`src/rtl/rcu_pkg.sv`:
```
package rcu_pkg;

  // Slot count actually claimed for a micro-op count: at least one, at most the buffer.
  function automatic int unsigned rcu_clamp(int unsigned req, int unsigned nslot);
    if (req == 0) return 1;
    if (req > nslot) return nslot;
    return req;
  endfunction

  // Circular advance; step never exceeds nslot and pos stays below nslot.
  function automatic int unsigned rcu_wrap(int unsigned pos, int unsigned step,
                                           int unsigned nslot);
    int unsigned s;
    s = pos + step;
    return (s >= nslot) ? s - nslot : s;
  endfunction

endpackage

```
`src/rtl/rcu_alloc.sv`:
```
module rcu_alloc #(
  parameter int unsigned NSLOT = 16,
  parameter int unsigned UOP_W = 5,
  parameter int unsigned CNT_W = 5,
  parameter int unsigned TOK_W = 4
) (
  input  logic             clk,
  input  logic             rst_n,
  input  logic             req_valid,
  input  logic [UOP_W-1:0] req_uops,
  input  logic [CNT_W-1:0] freed,
  output logic             ready_o,
  output logic             grant_o,
  output logic [CNT_W-1:0] cnt_o,
  output logic [TOK_W-1:0] tail_o,
  output logic [CNT_W-1:0] free_o
);
  import rcu_pkg::*;

  logic [CNT_W-1:0] free_q, free_d;
  logic [TOK_W-1:0] tail_q, tail_d;
  logic             upd_en;

  always_comb begin
    cnt_o   = CNT_W'(rcu_clamp(32'(req_uops), NSLOT));
    ready_o = (free_q >= cnt_o);
    grant_o = req_valid && ready_o;
    free_d  = free_q - (grant_o ? cnt_o : '0) + freed;
    tail_d  = grant_o ? TOK_W'(rcu_wrap(32'(tail_q), 32'(cnt_o), NSLOT)) : tail_q;
    upd_en  = grant_o || (freed != '0);
  end

  always_ff @(posedge clk or negedge rst_n) begin
    if (!rst_n) begin
      free_q <= CNT_W'(NSLOT);
      tail_q <= '0;
    end else if (upd_en) begin
      free_q <= free_d;
      tail_q <= tail_d;
    end
  end

  assign tail_o = tail_q;
  assign free_o = free_q;

endmodule

```
`src/rtl/rcu_slot_store.sv`:
```
module rcu_slot_store #(
  parameter int unsigned NSLOT = 16,
  parameter int unsigned IDX_W = 8,
  parameter int unsigned CNT_W = 5,
  parameter int unsigned TOK_W = 4
) (
  input  logic                        clk,
  input  logic                        rst_n,
  input  logic                        wr_en,
  input  logic [TOK_W-1:0]            wr_pos,
  input  logic [IDX_W-1:0]            wr_idx,
  input  logic [CNT_W-1:0]            wr_cnt,
  input  logic [NSLOT-1:0]            clr_mask,
  input  logic                        exe_en,
  input  logic [TOK_W-1:0]            exe_pos,
  output logic [NSLOT-1:0]            vld_o,
  output logic [NSLOT-1:0]            exd_o,
  output logic [NSLOT-1:0][IDX_W-1:0] idx_o,
  output logic [NSLOT-1:0][CNT_W-1:0] cnt_o
);

  for (genvar s = 0; s < NSLOT; s++) begin : g_slot
    logic             wr_hit, exe_hit;
    logic             vld_q, vld_d, exd_q, exd_d;
    logic [IDX_W-1:0] idx_q;
    logic [CNT_W-1:0] cnt_q;

    always_comb begin
      wr_hit  = wr_en && (32'(wr_pos) == s);
      exe_hit = exe_en && (32'(exe_pos) == s);
      if (wr_hit) begin
        vld_d = 1'b1;
        exd_d = 1'b0;
      end else if (clr_mask[s]) begin
        vld_d = 1'b0;
        exd_d = 1'b0;
      end else begin
        vld_d = vld_q;
        exd_d = exd_q | (exe_hit & vld_q);
      end
    end

    always_ff @(posedge clk or negedge rst_n) begin
      if (!rst_n) begin
        vld_q <= 1'b0;
        exd_q <= 1'b0;
      end else begin
        vld_q <= vld_d;
        exd_q <= exd_d;
      end
    end

    always_ff @(posedge clk or negedge rst_n) begin
      if (!rst_n) begin
        idx_q <= '0;
        cnt_q <= '0;
      end else if (wr_hit) begin
        idx_q <= wr_idx;
        cnt_q <= wr_cnt;
      end
    end

    assign vld_o[s] = vld_q;
    assign exd_o[s] = exd_q;
    assign idx_o[s] = idx_q;
    assign cnt_o[s] = cnt_q;
  end

endmodule

```
`src/rtl/rcu_retire_walk.sv`:
```
module rcu_retire_walk #(
  parameter int unsigned NSLOT = 16,
  parameter int unsigned LANES = 2,
  parameter int unsigned IDX_W = 8,
  parameter int unsigned CNT_W = 5,
  parameter int unsigned TOK_W = 4
) (
  input  logic                        clk,
  input  logic                        rst_n,
  input  logic [CNT_W-1:0]            used_i,
  input  logic [NSLOT-1:0]            vld_i,
  input  logic [NSLOT-1:0]            exd_i,
  input  logic [NSLOT-1:0][IDX_W-1:0] idx_i,
  input  logic [NSLOT-1:0][CNT_W-1:0] cnt_i,
  output logic [LANES-1:0]            ret_valid_o,
  output logic [LANES-1:0][IDX_W-1:0] ret_idx_o,
  output logic [NSLOT-1:0]            clr_o,
  output logic [CNT_W-1:0]            freed_o
);
  import rcu_pkg::*;

  logic [TOK_W-1:0] head_q, head_d;
  int unsigned      pos, cum;
  logic             go, take;
  logic [TOK_W-1:0] p;

  // Walk from the oldest token; each lane hops over the slots of the one before.
  always_comb begin
    pos         = 32'(head_q);
    cum         = 0;
    go          = 1'b1;
    take        = 1'b0;
    p           = head_q;
    clr_o       = '0;
    ret_valid_o = '0;
    ret_idx_o   = '0;
    for (int l = 0; l < LANES; l++) begin
      p    = TOK_W'(pos);
      take = go && vld_i[p] && exd_i[p] && (cum < 32'(used_i));
      if (take) begin
        ret_valid_o[l] = 1'b1;
        ret_idx_o[l]   = idx_i[p];
        clr_o[p]       = 1'b1;
        cum            = cum + 32'(cnt_i[p]);
        pos            = rcu_wrap(pos, 32'(cnt_i[p]), NSLOT);
      end else begin
        go = 1'b0;
      end
    end
    freed_o = CNT_W'(cum);
    head_d  = TOK_W'(pos);
  end

  always_ff @(posedge clk or negedge rst_n) begin
    if (!rst_n) head_q <= '0;
    else if (ret_valid_o[0]) head_q <= head_d;
  end

endmodule

```
`src/rtl/rcu_retire_ctrl.sv`:
```
module rcu_retire_ctrl #(
  parameter int unsigned NSLOT      = 16,
  parameter int unsigned RETIRE_MAX = 2,
  parameter int unsigned IDX_W      = 8,
  parameter int unsigned UOP_W      = 5,
  parameter int unsigned TOK_W      = (NSLOT > 1) ? $clog2(NSLOT) : 1,
  parameter int unsigned CNT_W      = $clog2(NSLOT + 1),
  parameter int unsigned LANES      = (RETIRE_MAX == 0 || RETIRE_MAX > NSLOT) ? NSLOT : RETIRE_MAX
) (
  input  logic                   clk,
  input  logic                   rst_n,
  input  logic                   rsv_valid,
  input  logic [IDX_W-1:0]       rsv_index,
  input  logic [UOP_W-1:0]       rsv_uops,
  output logic                   rsv_ready,
  output logic [TOK_W-1:0]       rsv_token,
  input  logic                   exe_valid,
  input  logic [TOK_W-1:0]       exe_token,
  output logic                   exe_reject,
  output logic [LANES-1:0]       ret_valid,
  output logic [LANES*IDX_W-1:0] ret_index,
  output logic [CNT_W-1:0]       free_slots,
  output logic                   full,
  output logic                   empty
);

  logic                        grant;
  logic [CNT_W-1:0]            req_cnt, freed, free_cnt, used;
  logic [NSLOT-1:0]            vld, exd, clr;
  logic [NSLOT-1:0][IDX_W-1:0] s_idx;
  logic [NSLOT-1:0][CNT_W-1:0] s_cnt;
  logic [LANES-1:0][IDX_W-1:0] lane_idx;
  logic                        tok_live;

  rcu_alloc #(.NSLOT(NSLOT), .UOP_W(UOP_W), .CNT_W(CNT_W), .TOK_W(TOK_W)) u_alloc (
    .clk(clk), .rst_n(rst_n), .req_valid(rsv_valid), .req_uops(rsv_uops),
    .freed(freed), .ready_o(rsv_ready), .grant_o(grant), .cnt_o(req_cnt),
    .tail_o(rsv_token), .free_o(free_cnt)
  );

  always_comb begin
    tok_live   = (32'(exe_token) < NSLOT) && vld[exe_token];
    exe_reject = exe_valid && !tok_live;
    used       = CNT_W'(NSLOT) - free_cnt;
  end

  rcu_slot_store #(.NSLOT(NSLOT), .IDX_W(IDX_W), .CNT_W(CNT_W), .TOK_W(TOK_W)) u_store (
    .clk(clk), .rst_n(rst_n), .wr_en(grant), .wr_pos(rsv_token), .wr_idx(rsv_index),
    .wr_cnt(req_cnt), .clr_mask(clr), .exe_en(exe_valid && tok_live),
    .exe_pos(exe_token), .vld_o(vld), .exd_o(exd), .idx_o(s_idx), .cnt_o(s_cnt)
  );

  rcu_retire_walk #(.NSLOT(NSLOT), .LANES(LANES), .IDX_W(IDX_W), .CNT_W(CNT_W),
                    .TOK_W(TOK_W)) u_walk (
    .clk(clk), .rst_n(rst_n), .used_i(used), .vld_i(vld), .exd_i(exd),
    .idx_i(s_idx), .cnt_i(s_cnt), .ret_valid_o(ret_valid), .ret_idx_o(lane_idx),
    .clr_o(clr), .freed_o(freed)
  );

  for (genvar l = 0; l < LANES; l++) begin : g_lane
    assign ret_index[l*IDX_W +: IDX_W] = lane_idx[l];
  end

  assign free_slots = free_cnt;
  assign full       = (free_cnt == '0);
  assign empty      = (free_cnt == CNT_W'(NSLOT));

endmodule

```
`config.mk`:
```
export PLATFORM = sky130hd
export DESIGN_NAME = rcu_retire_ctrl
export DESIGN_NICKNAME = d
export VERILOG_FILES = /design/src/rtl/rcu_pkg.sv /design/src/rtl/rcu_alloc.sv /design/src/rtl/rcu_slot_store.sv /design/src/rtl/rcu_retire_walk.sv /design/src/rtl/rcu_retire_ctrl.sv
export SDC_FILE = /design/constraint.sdc
export NUM_CORES = 1
export LEC_CHECK = 0
export ABC_AREA = 1
export CORE_ASPECT_RATIO = 1.2
export CORE_MARGIN = 1.5
export CORE_UTILIZATION = 55
export DETAILED_ROUTE_END_ITERATION = 10
export PLACE_DENSITY = 0.73
export REMOVE_ABC_BUFFERS = 1
export SLEW_MARGIN = 20
export SYNTH_ARGS = -nofsm -noshare
export SYNTH_HDL_FRONTEND = slang
export SYNTH_SLANG_ARGS = --single-unit
```
`constraint.sdc`:
```
create_clock -name clk -period 8 [get_ports clk]
set_input_delay 1.6 -clock clk [delete_from_list [all_inputs] [get_ports clk]]
set_output_delay 1.6 -clock clk [all_outputs]
set_load 0.005 [all_outputs]
```
# Word level (Yosys, flattened, before mapping)

Cells that the tools add are included.

Magnitude comparators: 12
Bitwise gates (word level): 33
Equal/unequal tests: 31
Reductions and logical operators: 66
Add/sub/neg operators: 10
Mux-type cells: 107

Operators with widths:

| cell                    | count |
|---|---|
| $mux W1                 | 77 |
| $bmux W8 S4             | 2 |
| $eq A4 B4 Y1 const B    | 16 |
| $ge A32 B5 Y1 const B   | 2 |
| $mux W32                | 2 |
| $logic_and A1 B1 Y1     | 42 |
| $bmux W5 S4             | 2 |
| $mux W5                 | 8 |
| $add A32 B5 Y32         | 1 |
| $eq A4 B3 Y1 const B    | 8 |
| $mux W16                | 2 |
| $mux W8                 | 4 |
| $reduce_bool A2 Y1      | 16 |
| $sub A32 B5 Y32 const B | 1 |
| $bmux W1 S4             | 5 |
| $and A1 B1 Y1           | 16 |
| $eq A4 B2 Y1 const B    | 4 |
| $or A1 B1 Y1            | 16 |
| $or A16 B16 Y16         | 1 |
| $lt A4 B5 Y1 const B    | 3 |
| $add A4 B5 Y6           | 2 |
| $mux W4                 | 3 |
| $add A5 B5 Y5           | 2 |
| $logic_not A5 Y1        | 2 |
| other kinds (17)        | 22 |

Bits of input ports: 21
Register bits: 253
Output and inout port bits: 31
Word-level logic and storage cells: 326

# Depth between registers and ports, before layout

Depth after elaboration: 15
Gate-level depth with buffers: 42
Mapped depth without buffers: 37

# Cells and area by module

Synthesis repeated with hierarchy kept, for this count alone.

Cells, all modules: 2132
Area, all modules: 15857.7 um^2

By module, submodules not included:

| module          | area an instance (um^2) | sequential area each (um^2) | times used | cells an instance |
|---|---|---|---|---|
| rcu_slot_store  | 9297.7                  | 6005.8                      | 1          | 919 |
| rcu_retire_walk | 5228.8                  | 100.1                       | 1          | 1017 |
| rcu_alloc       | 984.7                   | 226.5                       | 1          | 132 |
| rcu_retire_ctrl | 346.6                   | 0.0                         | 1          | 64 |

# Worst setup path before layout

Ideal clock, no wire load.

Path kind: reg-to-reg
Start: reg u_walk.head_q[0]
End: reg u_alloc.free_q[4], in the netlist u_alloc.free_o[4]
Required time: 7.924 ns
Period minus slack after synthesis: 6.126 ns
Cell stages (with the launch flop): 36
Arrival time: 6.050 ns
Path slack: 1.874 ns
Setup time: 0.076 ns
Buffers on the path: 7
Cells stage by stage: dfrtp_1 buf_4 buf_4 nor2_1 buf_2 clkinv_1 clkbuf_1 o221ai_1 nand2_1 nand4_1 fa_1 nand3_1 nand2_2 buf_2 nand2_1 buf_4 buf_2 o221ai_1 a22o_1 nor2_1 ha_1 inv_1 fa_1 nand2_1 nand2_1 inv_1 fa_1 fa_1 nand3_1 nand2_1 xnor2_1 xnor2_1 nand3b_1 nand2_1 nand2_1 nand2_1

Cells in the longest elaborated chain, start to end: 14
Elaborated cells between the ends (all ways): 30
Those cells by class: add/sub (4); order compare (2); mux (17); reduce/logical (7)

RTL lines:

| what                                                     | line                  | text |
|---|---|---|
| start, declared                                          | rcu_retire_walk.sv:22 | `logic [TOK_W-1:0] head_q, head_d;` |
| start signal, assigned                                   | rcu_retire_walk.sv:55 | `if (!rst_n) head_q <= '0;` |
| start signal, assigned                                   | rcu_retire_walk.sv:56 | `else if (ret_valid_o[0]) head_q <= head_d;` |
| branches (longest 11 deep; another with $sub A32 B5 Y32) | -                     |  |
| $mux W5 (*)                                              | rcu_retire_walk.sv:40 | `if (take) begin` |
| branches (longest 2 deep; another with $add A5 B5 Y5)    | -                     |  |
| end signal, assigned                                     | rcu_alloc.sv:35       | `free_q <= CNT_W'(NSLOT);` |
| end signal, assigned                                     | rcu_alloc.sv:38       | `free_q <= free_d;` |
| end, declared                                            | rcu_alloc.sv:20       | `logic [CNT_W-1:0] free_q, free_d;` |

Mark *: on every way between the ends. The select of a mux whose other input is x is not followed.
A chain may end at the register's enable or synchronous reset.

# Final worst setup path

Start: reg u_walk.head_q[0]
End: out ret_index[10]

Cells in the longest elaborated chain, start to end: 12
Elaborated cells between the ends (all ways): 26
Those cells by class: add/sub (2); order compare (2); mux (17); reduce/logical (5)

RTL lines:

| what                                                    | line                                         | text |
|---|---|---|
| $bmux W5 S4                                             | rcu_retire_walk.sv:44, rcu_retire_walk.sv:45 |  |
| $mux W5 (implied by the code)                           | rcu_retire_walk.sv:44, rcu_retire_walk.sv:45 |  |
| $add A4 B5 Y6                                           | rcu_pkg.sv:14                                | `s = pos + step;` |
| $sub A32 B5 Y32 / $ge A32 B5 Y1 (equally long branches) | rcu_pkg.sv:15                                | `return (s >= nslot) ? s - nslot : s;` |
| $mux W32                                                | rcu_pkg.sv:15                                |  |
| $mux W32                                                | rcu_retire_walk.sv:40                        |  |
| $bmux W1 S4                                             | rcu_retire_walk.sv:39                        | `take = go && vld_i[p] && exd_i[p] && (cum < 32'(used_i));` |
| $mux W1 (implied by the code)                           | rcu_retire_walk.sv:39                        |  |
| $logic_and A1 B1 Y1 (3 in a row)                        | rcu_retire_walk.sv:39                        |  |
| $mux W8 (*)                                             | rcu_retire_walk.sv:40                        |  |
| end, declared                                           | rcu_retire_ctrl.sv:21                        | `output logic [LANES*IDX_W-1:0] ret_index,` |

Every way passes the cells marked *; elsewhere a longest branch is shown, timed or not. The select of a mux whose other input is x is not followed.

==> impl_summary.md <==
Power and ir drop
The power per cell area is 475 nW/um^2. Summed over all cells, the static leakage comes to 7.59 nW. The total power of the final layout is 7.79 mW. The peak ir drop on the vdd network is 0.229 mV.

Clock network
TritonCTS built the clock tree. In this run the post-CTS setup repair buffer count came out at 0. In this run the clock root is driven by a sky130_fd_sc_hd__clkbuf_16. The buffer levels on the longest clock path is 3.

The clock latency on the worst-skew pair is 0.55 ns. The total number of H-tree levels is 1. The clock slew seen by the registers of the worst setup and hold paths is 0.06 ns. The count of hold buffers inserted by post-cts repair is 0. The number of sinks handled by clock tree synthesis is 253. In this run, CTS created clock tree buffers numbering 28.

Synth
After synthesis, the largest area contributor takes up 42.9% of total cell area. Yosys mapped a number of flops with a built-in enable equal to 0. A synthesized cell averages 7.69 sq um. Sorting the synthesized cells by area gives the leading types as sky130_fd_sc_hd__dfrtp_1 (43%), sky130_fd_sc_hd__nand2_1 (13%), sky130_fd_sc_hd__o21ai_0 (9.2%), sky130_fd_sc_hd__inv_1 (4.7%), sky130_fd_sc_hd__o22ai_1 (4.5%). The cell count after synthesis came out at 1912. By count the netlist is led by sky130_fd_sc_hd__nand2_1 (493), sky130_fd_sc_hd__o21ai_0 (269), sky130_fd_sc_hd__dfrtp_1 (252).

The post-synthesis cell type count is 48. The netlist area before placement is 14700 sq um. The number of synthesis warnings is 0. By instance count, the leading cell after synthesis is sky130_fd_sc_hd__nand2_1.

After synthesis the netlist holds a flip-flop and latch count of 253. The sequential area share after synthesis is 43.1%. The biggest area consumer among synthesized cells is sky130_fd_sc_hd__dfrtp_1. The primary flip-flop cell chosen by synthesis mapping is sky130_fd_sc_hd__dfrtp_1. The share of synthesized flip-flops with an asynchronous set or reset is 100%.

Place
The wire-length estimate of the detail-placed layout is 32800 microns. In this run the cell area measured after placement is 15400 sq um. The count of buffers from port buffering is 51.

The weighted congestion at the end of routability-driven global placement is 0.971.

Die
The die is 152 microns wide. Measured along the y axis, the die boundary spans 182 microns. The initial utilization of the core area, before any placement, comes to 55.9%. The placeable core area is 26300 sq um. The floorplan step defined a die boundary enclosing 27700 sq um.

The number of standard-cell rows in the floorplan is 65. The count of boundary I/O pins is 52.

STA
The setup violation total in the final timing report is 0. The total count of hold-check failures in the final report is 0. Timing would allow up to 128 MHz.

The worst setup skew after layout is 0.0122 ns. The count of final max-slew check failures was 0. For the pin with the worst max-slew slack, the measured transition is 1.09 ns. In the finished design, the share of the clock period the worst path needs comes to 97.6%. Adding up every negative setup slack in the final design gives 0 ns. Setup repair after global routing left no endpoint under its margin. The final period demand of the worst path is 7.81 ns. The worst relative slew slack is 26.8%.

Worst setup path
The kind of critical path is flop to primary output. The critical path data required time is 6.40 ns. The largest delay contributor family on the critical path is simple AND/OR/NAND/NOR gates. The sort of element at the start of the critical path is a flop. Across all register-to-register paths, the minimum setup slack is 0.47 ns. The slowest stage cell on the critical path is sky130_fd_sc_hd__nor2_2. The worst setup path is captured at a primary output. The end of the worst register-to-register path is u_alloc.free_o[4].

The largest fanout on the critical path is 18. The data arrival time of the critical path is 6.21 ns. The worst reg-to-reg path cell count is 31. The most numerous cell type found on the critical path is sky130_fd_sc_hd__nand2_1.

The number of buffers and inverters on the critical path is 5. The startpoint of the worst-slack reg-to-reg timing path is u_walk.head_q[0]. The delay of the slowest cell on the worst path is 0.60 ns. Traced cell by cell, the critical path runs through nor2_2 > clkinvlp_4 > buf_4 > o221ai_1 > nand2_1 > nand4_1 > ha_1 > nand2_1 > nand2_1 > a31oi_1 > nand3_1 > nand2_1 > nand2_1 > nand2_2 > nor2_2 > buf_4 > inv_2 > nor2_1 > nor2_1 > nand3_2 > nor3_1 > clkdlybuf4s50_1.

Route
For this block, the initial DRC count from the detailed router was 1638. For this block, the routed nets add up to 50000 microns of wire. The residual DRC count is 0.

The number of optimization iterations in the first detailed-route pass is 6. After detailed routing, the average wire length per cell comes to 22.0 microns. The detail route stage leaves a number of antenna-violating nets equal to 0. In the routed layout, each cell is associated on average with a via count of 6.41. The routed layout has 14600 vias.

Worst hold path
For hold timing, the worst endpoint is u_store.g_slot[7].idx_q[1]. The path class of the tightest hold or removal check is flop to flop. The source of the worst hold timing path is u_store.g_slot[7].idx_q[1]. The worst hold path passes through 2 cells.

Global routing
The maximum number of pins on one net before global-route repair is 108. For this run the aggregate overflow at the end of global routing stands at 0. The first global-routing pass estimated 77900 microns of wire. The initial antenna violation count came to 2. Global routing used 35.9% of the available tracks. The via count of the first global-routing pass was 14000.

Flow run
The count of max-cap constraint violations is 0.

Final layout
Summing all non-filler instances in the final layout gives an area of 16400 sq um. The area growth from synthesis to layout is 11.5%. Cells with a size suffix above 1 make up 6.70% of the layout.

The layout has 2328 filler cells. Once layout is complete, the utilization of the core stands at 62.4%. The net count of the finished layout is 1980.

Run status
The flow ran to the end, and the final reports show no timing, DRC or antenna violations.
==> through the flow <==
step,hold slack (ns),cells,setup slack (ns)
after floorplan,0.475,1800,-0.0542
after global placement,0.490,2225,0.340
after detailed placement,0.496,2225,0.0594
after CTS,0.510,2275,0.366
after global routing,0.528,2275,0.0123
final,0.512,2276,0.193
==> worst reg2reg max path: cells and delay by family (launching register included) <==
family,cells,cell delay [ns]
AOI/OAI and AO/OA,5,0.93
xor gates and xnor gates,3,0.47
adders and majority gates,5,1.87
buffers and inverters,3,0.89
DFF,1,0.43
and+or+nand+nor,15,2.86
==> cell type report <==
cell class	instances	area, sq um	share of cell area (%)
Timing Repair Buffer	90	812	4.95
Antenna cell	1	2.50	0.0153
Clock buffer	43	848	5.18
Tap cell	335	419	2.56
Sequential cell	253	6330	38.6
Inverter	203	772	4.71
Clock inverter	7	113	0.687
Multi-Input combinational cell	1344	7090	43.3
==> worst max path at each step <==
| stage | slack (ns) | startpoint | cells past startpoint | to |
|---|---|---|---|---|
| after floorplan | -0.05 | u_walk.head_q[0] | 30 | u_alloc.free_o[4] |
| after global placement | 0.34 | u_walk.head_q[0] | 32 | u_alloc.free_o[4] |
| after detailed placement | 0.06 | u_walk.head_q[0] | 32 | u_alloc.free_o[4] |
| after CTS | 0.37 | u_walk.head_q[0] | 22 | ret_index[10] |
| after global routing | 0.01 | u_walk.head_q[0] | 22 | ret_index[13] |
| final | 0.19 | u_walk.head_q[0] | 22 | ret_index[10] |
==> where the power goes <==
group / switching (mW) / total, mW / internal (mW)
registers: 0.403 / 2.20 / 1.80
logic: 2.79 / 4.25 / 1.46
clock network: 0.525 / 1.35 / 0.820
==> repair_timing <==
item                                    in CTS  in global routing
gates resized for setup                      1                  2
pin swaps                                    0                  0
endpoints found under the setup margin       1                  3
==> logic make-up (layout without fill, tap and decap cells) <==
group | count (synthesis) | in the layout | synth area share [%]
XOR/XNOR | 14 | 14 | 0.834
adder cells (fa/ha/maj) | 39 | 39 | 3.73
AO/OA/AOI/OAI | 535 | 535 | 21.8
AND/OR/NAND/NOR | 756 | 756 | 21.8
buffers and inverters | 315 | 343 | 8.70
other | 0 | 1 | 0
flip-flops | 253 | 253 | 43.1
==> cells in the final DEF, fill, tap and decap left out, types with 11 or more instances in the layout <==
| cell | n |
|---|---|
| sky130_fd_sc_hd__inv_1 | 184 |
| sky130_fd_sc_hd__o21ai_1 | 11 |
| sky130_fd_sc_hd__a21oi_1 | 21 |
| sky130_fd_sc_hd__buf_4 | 38 |
| sky130_fd_sc_hd__ha_1 | 31 |
| sky130_fd_sc_hd__o22ai_1 | 105 |
| sky130_fd_sc_hd__o21ai_0 | 269 |
| sky130_fd_sc_hd__clkdlybuf4s50_1 | 50 |
| sky130_fd_sc_hd__nand4_1 | 20 |
| sky130_fd_sc_hd__nor3_1 | 69 |
| sky130_fd_sc_hd__nand3_1 | 68 |
| sky130_fd_sc_hd__o221ai_1 | 33 |
| sky130_fd_sc_hd__nor2_1 | 71 |
| sky130_fd_sc_hd__dfrtp_1 | 252 |
| sky130_fd_sc_hd__nand2_1 | 493 |
| sky130_fd_sc_hd__o211ai_1 | 15 |
| sky130_fd_sc_hd__clkbuf_16 | 29 |
| sky130_fd_sc_hd__o31ai_1 | 13 |
| sky130_fd_sc_hd__a22oi_1 | 34 |
==> flip-flops by register name, summed over array words and instances (netlist names) <==
name and flops:
u_store.g_slot.cnt_q 80, u_alloc.tail_o 4, u_store.g_slot.vld_q 16, u_store.g_slot.exd_q 16, u_store.g_slot.idx_q 128, u_walk.head_q 4, u_alloc.free_o 5
==> routing by layer <==
layer	track usage, %	up-vias	part of all wire (%)
met3	6.44	219	11
li1	-	6536	-
met5	0	-	0.050
met4	19.1	2	5.6
met2	58.9	970	46
met1	45.4	6851	38
Note: power is estimated with default switching activity, not from simulation.
